File: src/rtl/ea_pkg.sv
package ea_pkg;
  localparam int CNT_W = 2;

  typedef enum logic [2:0] {
    AM_ABS   = 3'd0,
    AM_IDX   = 3'd1,
    AM_IDXP  = 3'd2,
    AM_OFF8  = 3'd3,
    AM_OFF8P = 3'd4,
    AM_OFF16 = 3'd5,
    AM_SPO8  = 3'd6,
    AM_SPO16 = 3'd7
  } amode_e;

  typedef enum logic [1:0] {
    IC_OTHER = 2'd0,
    IC_MOVE  = 2'd1,
    IC_CBEQ  = 2'd2,
    IC_SPARE = 2'd3
  } iclass_e;

  typedef enum logic [1:0] {
    BASE_NONE  = 2'd0,
    BASE_INDEX = 2'd1,
    BASE_STACK = 2'd2
  } base_e;

  typedef struct packed {
    base_e            base;
    logic [CNT_W-1:0] nbytes;
    logic             postinc;
    logic             legal;
  } mode_info_t;

  typedef enum logic [1:0] {
    ST_IDLE    = 2'd0,
    ST_COLLECT = 2'd1,
    ST_DONE    = 2'd2,
    ST_WB      = 2'd3
  } state_e;
endpackage

File: src/rtl/ea_mode_dec.sv
module ea_mode_dec
  import ea_pkg::*;
(
  input  logic [2:0] mode,
  input  logic [1:0] iclass,
  output mode_info_t info
);
  amode_e  m;
  iclass_e c;

  assign m = amode_e'(mode);
  assign c = iclass_e'(iclass);

  always_comb begin
    info = '{base: BASE_INDEX, nbytes: '0, postinc: 1'b0, legal: 1'b1};
    unique case (m)
      AM_ABS: begin
        info.base   = BASE_NONE;
        info.nbytes = 2'd2;
      end
      AM_IDX: ;
      AM_IDXP: begin
        info.postinc = 1'b1;
        info.legal   = (c == IC_MOVE) || (c == IC_CBEQ);
      end
      AM_OFF8: info.nbytes = 2'd1;
      AM_OFF8P: begin
        info.nbytes  = 2'd1;
        info.postinc = 1'b1;
        info.legal   = (c == IC_CBEQ);
      end
      AM_OFF16: info.nbytes = 2'd2;
      AM_SPO8: begin
        info.base   = BASE_STACK;
        info.nbytes = 2'd1;
      end
      AM_SPO16: begin
        info.base   = BASE_STACK;
        info.nbytes = 2'd2;
      end
      default: ;
    endcase
  end
endmodule

File: src/rtl/ea_oprnd_collect.sv
module ea_oprnd_collect
  import ea_pkg::*;
#(
  parameter int BW = 8,
  parameter int NB = 2,
  localparam int OW = BW * NB
) (
  input  logic             clk,
  input  logic             rst_n,
  input  logic             clear,
  input  logic             accept,
  input  logic [BW-1:0]    data,
  output logic [OW-1:0]    offset,
  output logic [CNT_W-1:0] count
);
  logic [OW-1:0] sh_q;

  generate
    if (NB > 1) begin : g_multi
      always_ff @(posedge clk or negedge rst_n) begin
        if (!rst_n)      sh_q <= '0;
        else if (clear)  sh_q <= '0;
        else if (accept) sh_q <= {sh_q[OW-BW-1:0], data};
      end
    end else begin : g_single
      always_ff @(posedge clk or negedge rst_n) begin
        if (!rst_n)      sh_q <= '0;
        else if (clear)  sh_q <= '0;
        else if (accept) sh_q <= data;
      end
    end
  endgenerate

  always_ff @(posedge clk or negedge rst_n) begin
    if (!rst_n)      count <= '0;
    else if (clear)  count <= '0;
    else if (accept) count <= count + 1'b1;
  end

  assign offset = sh_q;
endmodule

File: src/rtl/ea_addsum.sv
module ea_addsum
  import ea_pkg::*;
#(
  parameter int AW = 16
) (
  input  base_e         base,
  input  logic [AW-1:0] idx,
  input  logic [AW-1:0] sp,
  input  logic [AW-1:0] offset,
  output logic [AW-1:0] sum
);
  logic [AW-1:0] base_val;

  always_comb begin
    unique case (base)
      BASE_INDEX: base_val = idx;
      BASE_STACK: base_val = sp;
      default:    base_val = '0;
    endcase
  end

  assign sum = AW'(base_val + offset);
endmodule

File: src/rtl/ea_gen.sv
module ea_gen
  import ea_pkg::*;
#(
  parameter int AW = 16,
  parameter int BW = 8
) (
  input  logic          clk,
  input  logic          rst_n,
  input  logic          start,
  input  logic [2:0]    mode,
  input  logic [1:0]    iclass,
  input  logic [AW-1:0] idx_in,
  input  logic [AW-1:0] sp_in,
  input  logic          byte_valid,
  output logic          byte_ready,
  input  logic [BW-1:0] byte_data,
  output logic          done,
  output logic [AW-1:0] ea,
  output logic          illegal,
  input  logic          fetched,
  output logic          hx_wr_en,
  output logic [AW-1:0] hx_wr_data
);
  localparam int NB = AW / BW;

  state_e           st_q;
  mode_info_t       dec_info, info_q;
  logic [AW-1:0]    idx_q, sp_q, off;
  logic [CNT_W-1:0] cnt;
  logic             take_start, accept, last_byte;

  ea_mode_dec u_dec (
    .mode   (mode),
    .iclass (iclass),
    .info   (dec_info)
  );

  assign take_start = start && (st_q == ST_IDLE);
  assign byte_ready = (st_q == ST_COLLECT);
  assign accept     = byte_valid && byte_ready;
  assign last_byte  = accept && (CNT_W'(cnt + 1'b1) == info_q.nbytes);

  ea_oprnd_collect #(.BW(BW), .NB(NB)) u_col (
    .clk    (clk),
    .rst_n  (rst_n),
    .clear  (take_start),
    .accept (accept),
    .data   (byte_data),
    .offset (off),
    .count  (cnt)
  );

  ea_addsum #(.AW(AW)) u_add (
    .base   (info_q.base),
    .idx    (idx_q),
    .sp     (sp_q),
    .offset (off),
    .sum    (ea)
  );

  always_ff @(posedge clk or negedge rst_n) begin
    if (!rst_n) begin
      st_q   <= ST_IDLE;
      idx_q  <= '0;
      sp_q   <= '0;
      info_q <= '{base: BASE_NONE, nbytes: '0, postinc: 1'b0, legal: 1'b1};
    end else begin
      unique case (st_q)
        ST_IDLE: if (take_start) begin
          idx_q  <= idx_in;
          sp_q   <= sp_in;
          info_q <= dec_info;
          st_q   <= (dec_info.nbytes == '0) ? ST_DONE : ST_COLLECT;
        end
        ST_COLLECT: if (last_byte) st_q <= ST_DONE;
        ST_DONE:    st_q <= (info_q.postinc && info_q.legal) ? ST_WB : ST_IDLE;
        ST_WB:      if (fetched) st_q <= ST_IDLE;
        default:    st_q <= ST_IDLE;
      endcase
    end
  end

  assign done       = (st_q == ST_DONE);
  assign illegal    = done && !info_q.legal;
  assign hx_wr_en   = (st_q == ST_WB) && fetched;
  assign hx_wr_data = AW'(idx_q + 1'b1);
endmodule

File: config.mk
export PLATFORM = sky130hd
export DESIGN_NAME = ea_gen
export DESIGN_NICKNAME = d
export VERILOG_FILES = /design/src/rtl/ea_pkg.sv /design/src/rtl/ea_mode_dec.sv /design/src/rtl/ea_oprnd_collect.sv /design/src/rtl/ea_addsum.sv /design/src/rtl/ea_gen.sv
export SDC_FILE = /design/constraint.sdc
export NUM_CORES = 1
export LEC_CHECK = 0
export BUFFER_PORTS_ARGS = -buffer_cell sky130_fd_sc_hd__buf_2
export CAP_MARGIN = 30
export CORE_MARGIN = 10
export CORE_UTILIZATION = 35
export CTS_CLUSTER_SIZE = 24
export DETAILED_ROUTE_END_ITERATION = 12
export SYNTH_ARGS = -nofsm -noshare
export SYNTH_HDL_FRONTEND = slang
export SYNTH_SLANG_ARGS = --single-unit
File: constraint.sdc
create_clock -name clk -period 6.8 [get_ports clk]
set_input_delay 0.34 -clock clk [delete_from_list [all_inputs] [get_ports clk]]
set_output_delay 0.34 -clock clk [all_outputs]
set_load 0.01 [all_outputs]
==> results_tabular.tex <==
\begin{tabular}{lr}
\hline
Metric & Value \\
\hline
\multicolumn{2}{l}{\textbf{Run status}} \\
Status & complete, no violations \\
\multicolumn{2}{l}{\textbf{Clocking}} \\
Inserted Clock Buffers & 9 \\
Hold buffers post-CTS & 0 \\
Later-pin clock latency in the skew report & 0.33 ns \\
Max H-tree Level & 3 \\
Clock transition time at the flip-flop clock pins of the worst setup and hold paths & 0.06 ns \\
Number of setup buffers added after CTS & 0 \\
Clock sink count & 58 \\
Worst-case clock buffer depth & 2 \\
Clk root buf & sky130\_fd\_sc\_hd\_\_clkbuf\_8 \\
CTS tree & yes \\
\# resized after CTS & 0 \\
\multicolumn{2}{l}{\textbf{Placement}} \\
Instance count after placement with tap cells included & 640 \\
Final HPWL DP & 7.57 mm \\
Routability-driven placement congestion ratio & 0.841 \\
Standard cell area after detailed placement & 4210 sq um \\
Quantity of I/O buffers inserted on ports & 85 \\
Pre-CTS setup slack & 3.28 ns \\
\multicolumn{2}{l}{\textbf{STA}} \\
Total of endpoints with negative setup slack in the final report & 0 \\
Slew at the pin with the worst max-slew slack & 0.713 ns \\
Final count of hold timing violations & 0 \\
Worst Slack Setup Final & 2.88 ns \\
Setup TNS after final layout & 0 ns \\
Maximum clock rate & 0.255 GHz \\
Final Skew & 0.00975 ns \\
Min Tclk post-route & 3.92 ns \\
Slew headroom & 0.525 \\
Count of final max-slew check failures & 0 \\
Crit share post-route & 0.577 \\
RSZ-0062 raised after global routing & false \\
\multicolumn{2}{l}{\textbf{Synthesis}} \\
Post-synthesis area per instance & 8.39 sq um \\
Top flip-flop cell by instance count after synthesis & sky130\_fd\_sc\_hd\_\_dfrtp\_1 \\
Post-synthesis cell type count & 55 \\
FFs w/ async S/R, synth & 1.00 \\
Largest cells by area after synthesis & sky130\_fd\_sc\_hd\_\_dfrtp\_1 39\%, sky130\_fd\_sc\_hd\_\_nand2\_1 12\%, sky130\_fd\_sc\_hd\_\_ha\_1 6.5\% \\
Yosys synthesis warning count & 0 \\
Portion of the post-synthesis area used by sequential elements & 0.394 \\
Post-synthesis cell area & 3680 sq um \\
Nets in the synthesized netlist & 509 \\
Cell accounting for the most synthesized area & sky130\_fd\_sc\_hd\_\_dfrtp\_1 \\
Synthesized instance count & 439 \\
Synthesized flop and latch total & 58 \\
Number of enable flip-flop cells after synthesis & 0 \\
Area fraction of the dominant cell type after synthesis & 0.387 \\
\multicolumn{2}{l}{\textbf{Layout}} \\
Fillers & 1057 \\
Relative area change from synthesis to final layout & 21.3\% \\
Final Cell Area & 4470 sq um \\
Highest-count cells in the layout ignoring fill and taps & 119 x sky130\_fd\_sc\_hd\_\_nand2\_1, 85 x sky130\_fd\_sc\_hd\_\_buf\_2, 57 x sky130\_fd\_sc\_hd\_\_dfrtp\_1, 35 x sky130\_fd\_sc\_hd\_\_nor2\_1, 20 x sky130\_fd\_sc\_hd\_\_xnor2\_1 \\
Finished Core Util & 0.435 \\
Final instance count without filler cells & 656 \\
Final-stage net count & 585 \\
Share of layout cells above drive strength 1 & 0.231 \\
Most common library cell in the layout ignoring fill and taps & sky130\_fd\_sc\_hd\_\_nand2\_1 \\
Antenna diodes & 0 \\
\multicolumn{2}{l}{\textbf{Detailed routing}} \\
Number of routed nets with antenna violations & 0 \\
Post-DR wirelength/cell & 14.9 um \\
Count of unresolved DRC violations after routing & 0 \\
Total length of routed wires & 9.78 mm \\
Mean number of vias per cell & 5.08 \\
Number of iterations in the first detailed-routing pass & 5 \\
Initial DRC count & 219 \\
Count of vias placed by the detailed router & 3333 \\
\multicolumn{2}{l}{\textbf{Run}} \\
Max capacitance violation total & 0 \\
\multicolumn{2}{l}{\textbf{Critical path}} \\
Critical path fanouts, max & 16 \\
Data required, critical path & 6.46 ns \\
Data arrival time of the worst path & 3.58 ns \\
Critical path type & flip-flop to output pin \\
Element type at the critical path end & output pin \\
Startpoint type of the worst setup path & flip-flop \\
\multicolumn{2}{l}{\textbf{Hold path}} \\
Path class of the lowest-slack min-delay path & input port to async pin \\
\multicolumn{2}{l}{\textbf{GRT}} \\
GRT Total Usage & 0.133 \\
Via count of the first global-routing pass & 3340 \\
Grt ovf & 0 \\
Antenna violations before repair & 0 \\
Largest net degree at the start of global routing & 59 \\
First-pass GRT wire length & 16.4 mm \\
\multicolumn{2}{l}{\textbf{Die}} \\
Row count & 37 \\
Placeable core region & 10300 sq um \\
Ports placed on the boundary & 86 \\
Die H & 123 um \\
Die ar. & 15000 sq um \\
Overall die width & 123 um \\
Starting density of the core & 0.358 \\
\multicolumn{2}{l}{\textbf{Power and ir drop}} \\
Proportion of total power due to net switching & 0.425 \\
Maximum VDD drop & 0.187 mV \\
Internal portion of total power & 1190 uW \\
Fraction of power consumed by the clock network & 0.191 \\
Power per standard cell area & 464 nW/um\^{}2 \\
Sequential power share & 0.317 \\
Net switching power figure & 880 uW \\
Cell leakage power & 0.00225 uW \\
Proportion of power drawn by combinational gates & 0.493 \\
\hline
\end{tabular}
-- critical path, cell delays in order (launching register included) --
cell and delay [ns]:
sky130_fd_sc_hd__dfrtp_1 0.38, sky130_fd_sc_hd__inv_1 0.08, sky130_fd_sc_hd__ha_1 0.49, sky130_fd_sc_hd__a22oi_1 0.18, sky130_fd_sc_hd__nor2_1 0.14, sky130_fd_sc_hd__ha_1 0.18
sky130_fd_sc_hd__inv_1 0.06, sky130_fd_sc_hd__fa_1 0.41, sky130_fd_sc_hd__nand2b_1 0.22, sky130_fd_sc_hd__a211oi_2 0.27, sky130_fd_sc_hd__o211ai_2 0.17, sky130_fd_sc_hd__and4b_1 0.24
sky130_fd_sc_hd__nor4_2 0.26, sky130_fd_sc_hd__buf_2 0.18
-- cells by family (layout without fill, tap and decap cells) --
family,count (synthesis),count (layout),share of synthesized area
mux,4,4,0.0112
flops,58,58,0.394
fa+ha+maj,20,20,0.0700
buf+inv,33,114,0.0391
xor+xnor,27,27,0.0642
compound gates,92,92,0.171
simple gates,205,205,0.250
-- through the flow --
stage / power, uW / hold WS, ns
finish: 2070 / 0.144
global route: 2260 / 0.184
global placement: 1660 / 0.460
detailed placement: 1690 / 0.463
CTS: 2090 / 0.173
floorplan: 1350 / 0.0444
-- routing by layer --
metal,vias to the layer above,track usage,routed length [um]
met4,0,0.0515,165
met1,1578,0.183,4740
met2,94,0.199,4290
li1,1650,-,-
met3,11,0.0326,577
met5,-,0,0
-- path summary, 6_finish.rpt --
path	end	slack (ns)	startpoint	cells past startpoint
worst max-delay path	ea[12]	2.88	info_q[5]	13
worst min-delay path	idx_q[2]	0.14	rst_n	2
worst max register to register	u_col.count[1]	4.89	st_q[0]	5
worst min register to register	info_q[0]	0.47	info_q[0]	2
max in group asynchronous	u_col.offset[4]	6.18	rst_n	2
min in group clk	idx_q[9]	0.19	idx_in[9]	3
-- state kept, by name (all words and copies together) (netlist names) --
register and flops:
u_col.count 2, u_col.offset 16, sp_q 16, idx_q 16, info_q 6, st_q 2
-- synth_stat cells (all sizes together) (13+ instances only) --
| cell type | number |
|---|---|
| a21oi | 19 |
| nor2 | 36 |
| dfrtp | 57 |
| xnor2 | 20 |
| ha | 19 |
| nand2 | 119 |
| clkbuf | 13 |
| a22oi | 16 |
| a22o | 16 |
| o21ai | 20 |
-- power by group through the flow --
| stage | registers, uW | logic, uW | clock network [uW] |
|---|---|---|---|
| final | 657 | 1020 | 395 |
| after global routing | 681 | 1150 | 421 |
| after CTS | 656 | 1030 | 404 |
| after detailed placement | 661 | 1030 | 0 |
| after global placement | 662 | 999 | 0 |
| after floorplan | 598 | 757 | 0 |
-- final cells by class --
| type | count | area (sq um) | area share |
|---|---|---|---|
| multi-input cells | 348 | 2090 | 0.467 |
| flip-flops and latches | 58 | 1450 | 0.325 |
| clock buffers | 10 | 138 | 0.0308 |
| clock inverters | 6 | 114 | 0.0255 |
| well taps | 136 | 170 | 0.0381 |
| repair buffers | 88 | 468 | 0.105 |
| inverters | 10 | 37.5 | 0.00841 |
Power figures use the tool's default switching activity.
